==> src/rtl/adc_seq_pkg.sv <==
package adc_seq_pkg;

  typedef enum logic [1:0] {
    MODE_STEP  = 2'd0,
    MODE_PASS  = 2'd1,
    MODE_LOOP  = 2'd2,
    MODE_BURST = 2'd3
  } seq_mode_e;

  typedef enum logic [1:0] {
    ST_IDLE  = 2'd0,
    ST_START = 2'd1,
    ST_WAIT  = 2'd2
  } seq_state_e;

  // Next list position, wrapping after the last entry.
  function automatic int unsigned wrap_next(int unsigned idx, int unsigned last);
    return (idx == last) ? 0 : idx + 1;
  endfunction

  // Whether the conversion that just finished closes the burst.
  function automatic logic burst_done(seq_mode_e m, logic at_last,
                                      int unsigned cnt, int unsigned grp_m1);
    case (m)
      MODE_STEP:  return 1'b1;
      MODE_PASS:  return at_last;
      MODE_LOOP:  return 1'b0;
      default:    return at_last || (cnt == grp_m1);
    endcase
  endfunction

endpackage

==> src/rtl/adc_seq_ptr.sv <==
module adc_seq_ptr
  import adc_seq_pkg::*;
#(
  parameter int IDX_W = 4
) (
  input  logic             clk,
  input  logic             rst_n,
  input  logic             clr_i,
  input  logic             adv_i,
  input  logic [IDX_W-1:0] last_i,
  output logic [IDX_W-1:0] idx_o,
  output logic             at_last_o
);

  logic [IDX_W-1:0] idx_q;

  always_ff @(posedge clk or negedge rst_n) begin
    if (!rst_n)     idx_q <= '0;
    else if (clr_i) idx_q <= '0;
    else if (adv_i) idx_q <= IDX_W'(wrap_next(32'(idx_q), 32'(last_i)));
  end

  assign idx_o     = idx_q;
  assign at_last_o = (idx_q == last_i);

endmodule

==> src/rtl/adc_seq_gcnt.sv <==
module adc_seq_gcnt #(
  parameter int IDX_W = 4
) (
  input  logic             clk,
  input  logic             rst_n,
  input  logic             clr_i,
  input  logic             inc_i,
  output logic [IDX_W-1:0] cnt_o
);

  logic [IDX_W-1:0] cnt_q;

  always_ff @(posedge clk or negedge rst_n) begin
    if (!rst_n)     cnt_q <= '0;
    else if (clr_i) cnt_q <= '0;
    else if (inc_i) cnt_q <= cnt_q + 1'b1;
  end

  assign cnt_o = cnt_q;

endmodule

==> src/rtl/adc_seq_mux.sv <==
module adc_seq_mux #(
  parameter int N     = 16,
  parameter int CH_W  = 5,
  parameter int IDX_W = 4
) (
  input  logic [N*CH_W-1:0] list_i,
  input  logic [IDX_W-1:0]  idx_i,
  output logic [CH_W-1:0]   chan_o
);

  logic [CH_W-1:0] entry [N];

  for (genvar gi = 0; gi < N; gi++) begin : g_entry
    assign entry[gi] = list_i[gi*CH_W +: CH_W];
  end

  assign chan_o = entry[idx_i];

endmodule

==> src/rtl/adc_chan_seq.sv <==
module adc_chan_seq
  import adc_seq_pkg::*;
#(
  parameter  int LIST_MAX = 16,
  parameter  int CH_W     = 5,
  localparam int IDX_W    = $clog2(LIST_MAX)
) (
  input  logic                     clk,
  input  logic                     rst_n,
  input  logic                     trig_i,
  input  logic                     stop_i,
  input  logic [1:0]               mode_i,
  input  logic [IDX_W-1:0]         len_m1_i,
  input  logic [IDX_W-1:0]         grp_m1_i,
  input  logic [LIST_MAX*CH_W-1:0] list_i,
  input  logic                     conv_done_i,
  output logic                     conv_start_o,
  output logic [CH_W-1:0]          conv_chan_o,
  output logic                     res_valid_o,
  output logic [CH_W-1:0]          res_chan_o,
  output logic                     eos_o,
  output logic                     busy_o
);

  seq_state_e       state_q, state_d;
  seq_mode_e        mode_q;
  logic [IDX_W-1:0] len_q, grp_q;
  logic             stop_q;

  // Named internal events
  logic             idle_w, accept_w, cfg_chg_w, done_w, end_w, stop_w, at_last_w;
  logic [IDX_W-1:0] ptr_w, gcnt_w;

  assign idle_w    = (state_q == ST_IDLE);
  assign accept_w  = idle_w && trig_i;
  assign cfg_chg_w = idle_w && ((seq_mode_e'(mode_i) != mode_q) || (len_m1_i != len_q));
  assign done_w    = (state_q == ST_WAIT) && conv_done_i;
  assign stop_w    = stop_q || stop_i;
  assign end_w     = burst_done(mode_q, at_last_w, 32'(gcnt_w), 32'(grp_q)) || stop_w;

  // Configuration follows the inputs while idle and is frozen during a burst.
  always_ff @(posedge clk or negedge rst_n) begin
    if (!rst_n) begin
      mode_q <= MODE_STEP;
      len_q  <= '0;
      grp_q  <= '0;
    end else if (idle_w) begin
      mode_q <= seq_mode_e'(mode_i);
      len_q  <= len_m1_i;
      grp_q  <= grp_m1_i;
    end
  end

  always_ff @(posedge clk or negedge rst_n) begin
    if (!rst_n)                 stop_q <= 1'b0;
    else if (idle_w)            stop_q <= 1'b0;
    else if (stop_i)            stop_q <= 1'b1;
  end

  always_comb begin
    state_d = state_q;
    case (state_q)
      ST_IDLE:  if (trig_i) state_d = ST_START;
      ST_START: state_d = ST_WAIT;
      ST_WAIT:  if (done_w) state_d = end_w ? ST_IDLE : ST_START;
      default:  state_d = ST_IDLE;
    endcase
  end

  always_ff @(posedge clk or negedge rst_n) begin
    if (!rst_n) state_q <= ST_IDLE;
    else        state_q <= state_d;
  end

  adc_seq_ptr #(.IDX_W(IDX_W)) u_ptr (
    .clk       (clk),
    .rst_n     (rst_n),
    .clr_i     (cfg_chg_w),
    .adv_i     (done_w),
    .last_i    (len_q),
    .idx_o     (ptr_w),
    .at_last_o (at_last_w)
  );

  adc_seq_gcnt #(.IDX_W(IDX_W)) u_gcnt (
    .clk   (clk),
    .rst_n (rst_n),
    .clr_i (accept_w),
    .inc_i (done_w),
    .cnt_o (gcnt_w)
  );

  adc_seq_mux #(.N(LIST_MAX), .CH_W(CH_W), .IDX_W(IDX_W)) u_mux (
    .list_i (list_i),
    .idx_i  (ptr_w),
    .chan_o (conv_chan_o)
  );

  assign conv_start_o = (state_q == ST_START);
  assign res_valid_o  = done_w;
  assign res_chan_o   = conv_chan_o;
  assign eos_o        = done_w && at_last_w;
  assign busy_o       = !idle_w;

endmodule

==> config.mk <==
export PLATFORM = sky130hd
export DESIGN_NAME = adc_chan_seq
export DESIGN_NICKNAME = d
export VERILOG_FILES = /design/src/rtl/adc_seq_pkg.sv /design/src/rtl/adc_seq_ptr.sv /design/src/rtl/adc_seq_gcnt.sv /design/src/rtl/adc_seq_mux.sv /design/src/rtl/adc_chan_seq.sv
export SDC_FILE = /design/constraint.sdc
export NUM_CORES = 1
export LEC_CHECK = 0
export ABC_AREA = 0
export BUFFER_PORTS_ARGS = -buffer_cell sky130_fd_sc_hd__buf_4
export CORE_MARGIN = 2
export CORE_UTILIZATION = 44
export CTS_CLUSTER_DIAMETER = 40
export DETAILED_ROUTE_END_ITERATION = 10
export GPL_ROUTABILITY_DRIVEN = 0
export PLACE_DENSITY = 0.82
export SYNTH_ARGS = -nofsm -noshare
export SYNTH_HDL_FRONTEND = slang
export SYNTH_SLANG_ARGS = --single-unit
==> constraint.sdc <==
create_clock -name clk -period 2 [get_ports clk]
set_input_delay 0 -clock clk [delete_from_list [all_inputs] [get_ports clk]]
set_output_delay 0 -clock clk [all_outputs]
set_load 0.01 [all_outputs]
==> results.rst <==
.. list-table::
   :header-rows: 1

   * - Metric
     - Value
   * - Top cell type by total area after synthesis
     - sky130_fd_sc_hd__dfrtp_1
   * - Relative slew margins
     - 73.48%
   * - Worst Setup Slack post-DPL
     - 0.2030 ns
   * - Cell count after synthesis
     - between 150 and 200
   * - Layout cell share with drive strength beyond 1
     - a little under three fifths
   * - Initial antenna violation count
     - 0
   * - Dominant cells by area after synthesis
     - sky130_fd_sc_hd__dfrtp_1 (30%), sky130_fd_sc_hd__mux4_2 (13%), sky130_fd_sc_hd__mux2i_1 (12%)
   * - Cell Rows
     - 23
   * - TritonCTS clock tree
     - yes
   * - Ports placed on the boundary
     - 109
   * - Wire length of the first global-routing pass
     - 7.797 mm
   * - Mapped cell area
     - approximately 0.0018 sq mm
   * - Clock sink count
     - 21
   * - Net count of the finished layout
     - 373
   * - Sequential power share
     - 29.0%
   * - Worst setup path category
     - reg2out
   * - Maximum clock frequency
     - between 0.5 and 0.6 GHz
   * - # H-tree levels
     - 1
   * - Number of global-route vias before repair
     - 1673
   * - Number of hold-slack violations in the final timing report
     - 0
   * - Setup TNS
     - 0 ns
   * - Via count
     - 1741
   * - Drt initial violations
     - between 70 and 80
   * - Power density of the placed cells
     - ~940 mW/mm^2
   * - Fin crit period
     - 1.886 ns
   * - Count of pins over their slew limit
     - 0
   * - Sequential element share of the synthesized area
     - 29.54%
   * - TritonCTS Buffers
     - 3
   * - Antenna viol nets, final
     - 0
   * - Routed wire length
     - approximately 5.6 mm
   * - Global-route congestion overflow total
     - 0
   * - Core ar.
     - 0.003943 sq mm
   * - Pin count of the biggest net entering global routing
     - 28
   * - Clock power share
     - 10.8%
   * - Flops & latches, synth
     - 21
   * - Number of iterations in the first detailed-routing pass
     - 4
   * - Top cell type's share of synthesized area
     - between 20% and 30%
   * - Switching share of power
     - 38.49%
   * - Avg Vias per Cell
     - 5.357
   * - Number of nets produced by synthesis
     - roughly 260
   * - Die height
     - 67.59 microns
   * - WP data arrival
     - ~1.9 ns
   * - Root buf cell
     - sky130_fd_sc_hd__clkbuf_8
   * - DP HPWL
     - between 4 and 5 mm
   * - Cell types with the highest counts after synthesis
     - sky130_fd_sc_hd__dfrtp_1 (21), sky130_fd_sc_hd__mux2i_1 (21), sky130_fd_sc_hd__mux2_2 (11)
   * - Net switching power of the design
     - 1.013 mW
   * - Die width
     - roughly 68 microns
   * - DRC violations left
     - 0
   * - Predominant post-synthesis flop cell
     - sky130_fd_sc_hd__dfrtp_1
   * - PortBufs
     - approximately 110
   * - Fillers
     - 307
   * - Die area
     - 0.004568 sq mm
   * - Worst hold margin
     - 0.1417 ns
   * - Number of enable-type register cells in the synthesized netlist
     - 0
   * - Cell variety after synth
     - 38
   * - Antenna fix cells
     - 0
   * - Initial Util
     - 45.13%
   * - Max capacitance violation total
     - 0
   * - Period utilization
     - between 90% and 100%
   * - Reported leakage power
     - 1.283 nW
   * - Crit Path Max Fanout
     - 27
   * - Max IR drop VDD
     - 605.3 uV
   * - Worst-Skew Late Latency
     - 0.27 ns
   * - Count of final setup violators
     - 0
   * - Final Power
     - about 2.6 mW
   * - Clock-pin transition on the worst setup and hold timing paths
     - approximately 0.08 ns
   * - Kind of start point of the critical path
     - flip-flop
   * - Worst-case clock skew
     - 0.004149 ns
   * - Mean post-synth cell area
     - 11.19 sq um
   * - Per-cell routed wire length
     - 17.33 microns
   * - Warnings from Yosys
     - 0
   * - Clock tree buffer depth
     - 2
   * - Outcome
     - complete, no violations
   * - Setup repair after global routing missed its margin
     - true
   * - GR Util All Layers
     - 22.95%
   * - Worst min-delay path class
     - in2async
   * - Area growth from synthesis to final layout
     - 57.88%
   * - Cell-internal power
     - 1.619 mW
   * - Sort of element at the end of the critical path
     - primary output
   * - Required @ worst endpoint
     - 2.00 ns
   * - Post-synthesis async set-or-reset flop share
     - 100.0%
   * - Transition at the pin with the smallest max-transition slack
     - between 0.3 and 0.4 ns
   * - Minimum setup slack in the final design
     - 0.1137 ns
   * - Combinational Power Share
     - 60.2%
power groups by stage:
stage | Sequential [mW] | Clock (mW) | Combinational, mW
after detailed placement | 0.768 | 0 | 1.53
final | 0.762 | 0.285 | 1.58
after CTS | 0.761 | 0.290 | 1.56
after global routing | 0.783 | 0.306 | 1.70
after floorplan | 0.710 | 0 | 1.14
after global placement | 0.752 | 0 | 1.50
state kept, by name, summed over array words and instances, names as in the netlist:
signal	cells
u_gcnt.cnt_o	4
len_q	4
grp_q	4
u_ptr.idx_o	4
stop_q	1
state_q	2
mode_q	2
cell type report:
| class | instances | area (sq um) | share of cell area (%) |
|---|---|---|---|
| clock buffers | 3 | 41.29 | 1.470 |
| clock inverters | 1 | 5.005 | 0.1782 |
| inverters | 3 | 11.26 | 0.4009 |
| multi-input cells | 120 | 1162 | 41.38 |
| flip-flops and latches | 21 | 528.0 | 18.80 |
| well taps | 50 | 62.56 | 2.227 |
| repair buffers | 127 | 998.5 | 35.55 |
routing by layer:
layer  vias up  routed length, microns  track usage (%)
li1        840                       -                -
met1       836                    2092            26.86
met2        54                    3111            41.54
met3        11                     332            4.667
met4         0                      95            7.398
met5         -                       0                0
metrics by stage:
step	instances	util, %	instance area [sq um]
after CTS	324	70.39	2775
final	325	71.25	2809
after global placement	307	65.85	2596
after global routing	325	71.25	2809
after detailed placement	307	65.85	2596
after floorplan	159	-	1779
timing repair:
action,in CTS,in global routing
resized for setup,1,6
setup endpoints to repair,10,10
hold buffers,13,0
setup buffers,0,1
endpoints found under the hold margin,36,0
cells in the final DEF (no fill, tap or decap), types with 2 or more instances in the layout:
cell type / netlist / final
sky130_fd_sc_hd__a221oi_1: 10 / 7
sky130_fd_sc_hd__dfrtp_2: 0 / 2
sky130_fd_sc_hd__a22oi_1: 5 / 5
sky130_fd_sc_hd__ha_1: 2 / 2
sky130_fd_sc_hd__clkbuf_8: 0 / 3
sky130_fd_sc_hd__mux4_2: 10 / 10
sky130_fd_sc_hd__nor2b_1: 3 / 2
sky130_fd_sc_hd__a221oi_2: 0 / 3
sky130_fd_sc_hd__xor2_1: 8 / 8
sky130_fd_sc_hd__dfrtp_1: 21 / 19
sky130_fd_sc_hd__mux2_2: 11 / 11
sky130_fd_sc_hd__nand4_1: 2 / 2
sky130_fd_sc_hd__buf_4: 6 / 113
sky130_fd_sc_hd__nor2_1: 3 / 3
sky130_fd_sc_hd__mux2i_1: 21 / 21
sky130_fd_sc_hd__a21oi_1: 5 / 5
sky130_fd_sc_hd__inv_1: 2 / 2
sky130_fd_sc_hd__xnor2_1: 8 / 8
sky130_fd_sc_hd__nand2_1: 8 / 8
sky130_fd_sc_hd__dlygate4sd3_1: 0 / 13
sky130_fd_sc_hd__o21ai_0: 5 / 5
sky130_fd_sc_hd__a221o_1: 2 / 2
cells by family after synthesis:
| kind of cell | count (synthesis) | synth area share [%] |
|---|---|---|
| fa+ha+maj | 2 | 1.406 |
| xor+xnor | 17 | 8.791 |
| compound gates | 32 | 13.22 |
| simple gates | 27 | 8.932 |
| mux | 42 | 31.43 |
| flops | 21 | 29.54 |
| buf+inv | 18 | 6.680 |
final timing paths:
kind	cells after the start	from	slack (ns)	to
hold reg to reg	2	stop_q	0.50	stop_q
setup / recovery	5	u_ptr.idx_o[0]	0.11	res_chan_o[3]
max in group asynchronous	2	rst_n	1.62	u_ptr.idx_o[0]
setup reg to reg	5	u_ptr.idx_o[0]	0.34	u_ptr.idx_o[2]
hold / removal	2	rst_n	0.14	grp_q[3]
min in group clk	3	conv_done_i	0.16	state_q[1]
worst max-delay path, cell delays in order, from the launching register on:
cell and delay, ns:
sky130_fd_sc_hd__dfrtp_2 0.42, sky130_fd_sc_hd__buf_12 0.22, sky130_fd_sc_hd__mux4_2 0.53, sky130_fd_sc_hd__a22oi_1 0.19
sky130_fd_sc_hd__nand2_1 0.09, sky130_fd_sc_hd__buf_4 0.15
Power figures use the tool's default switching activity.
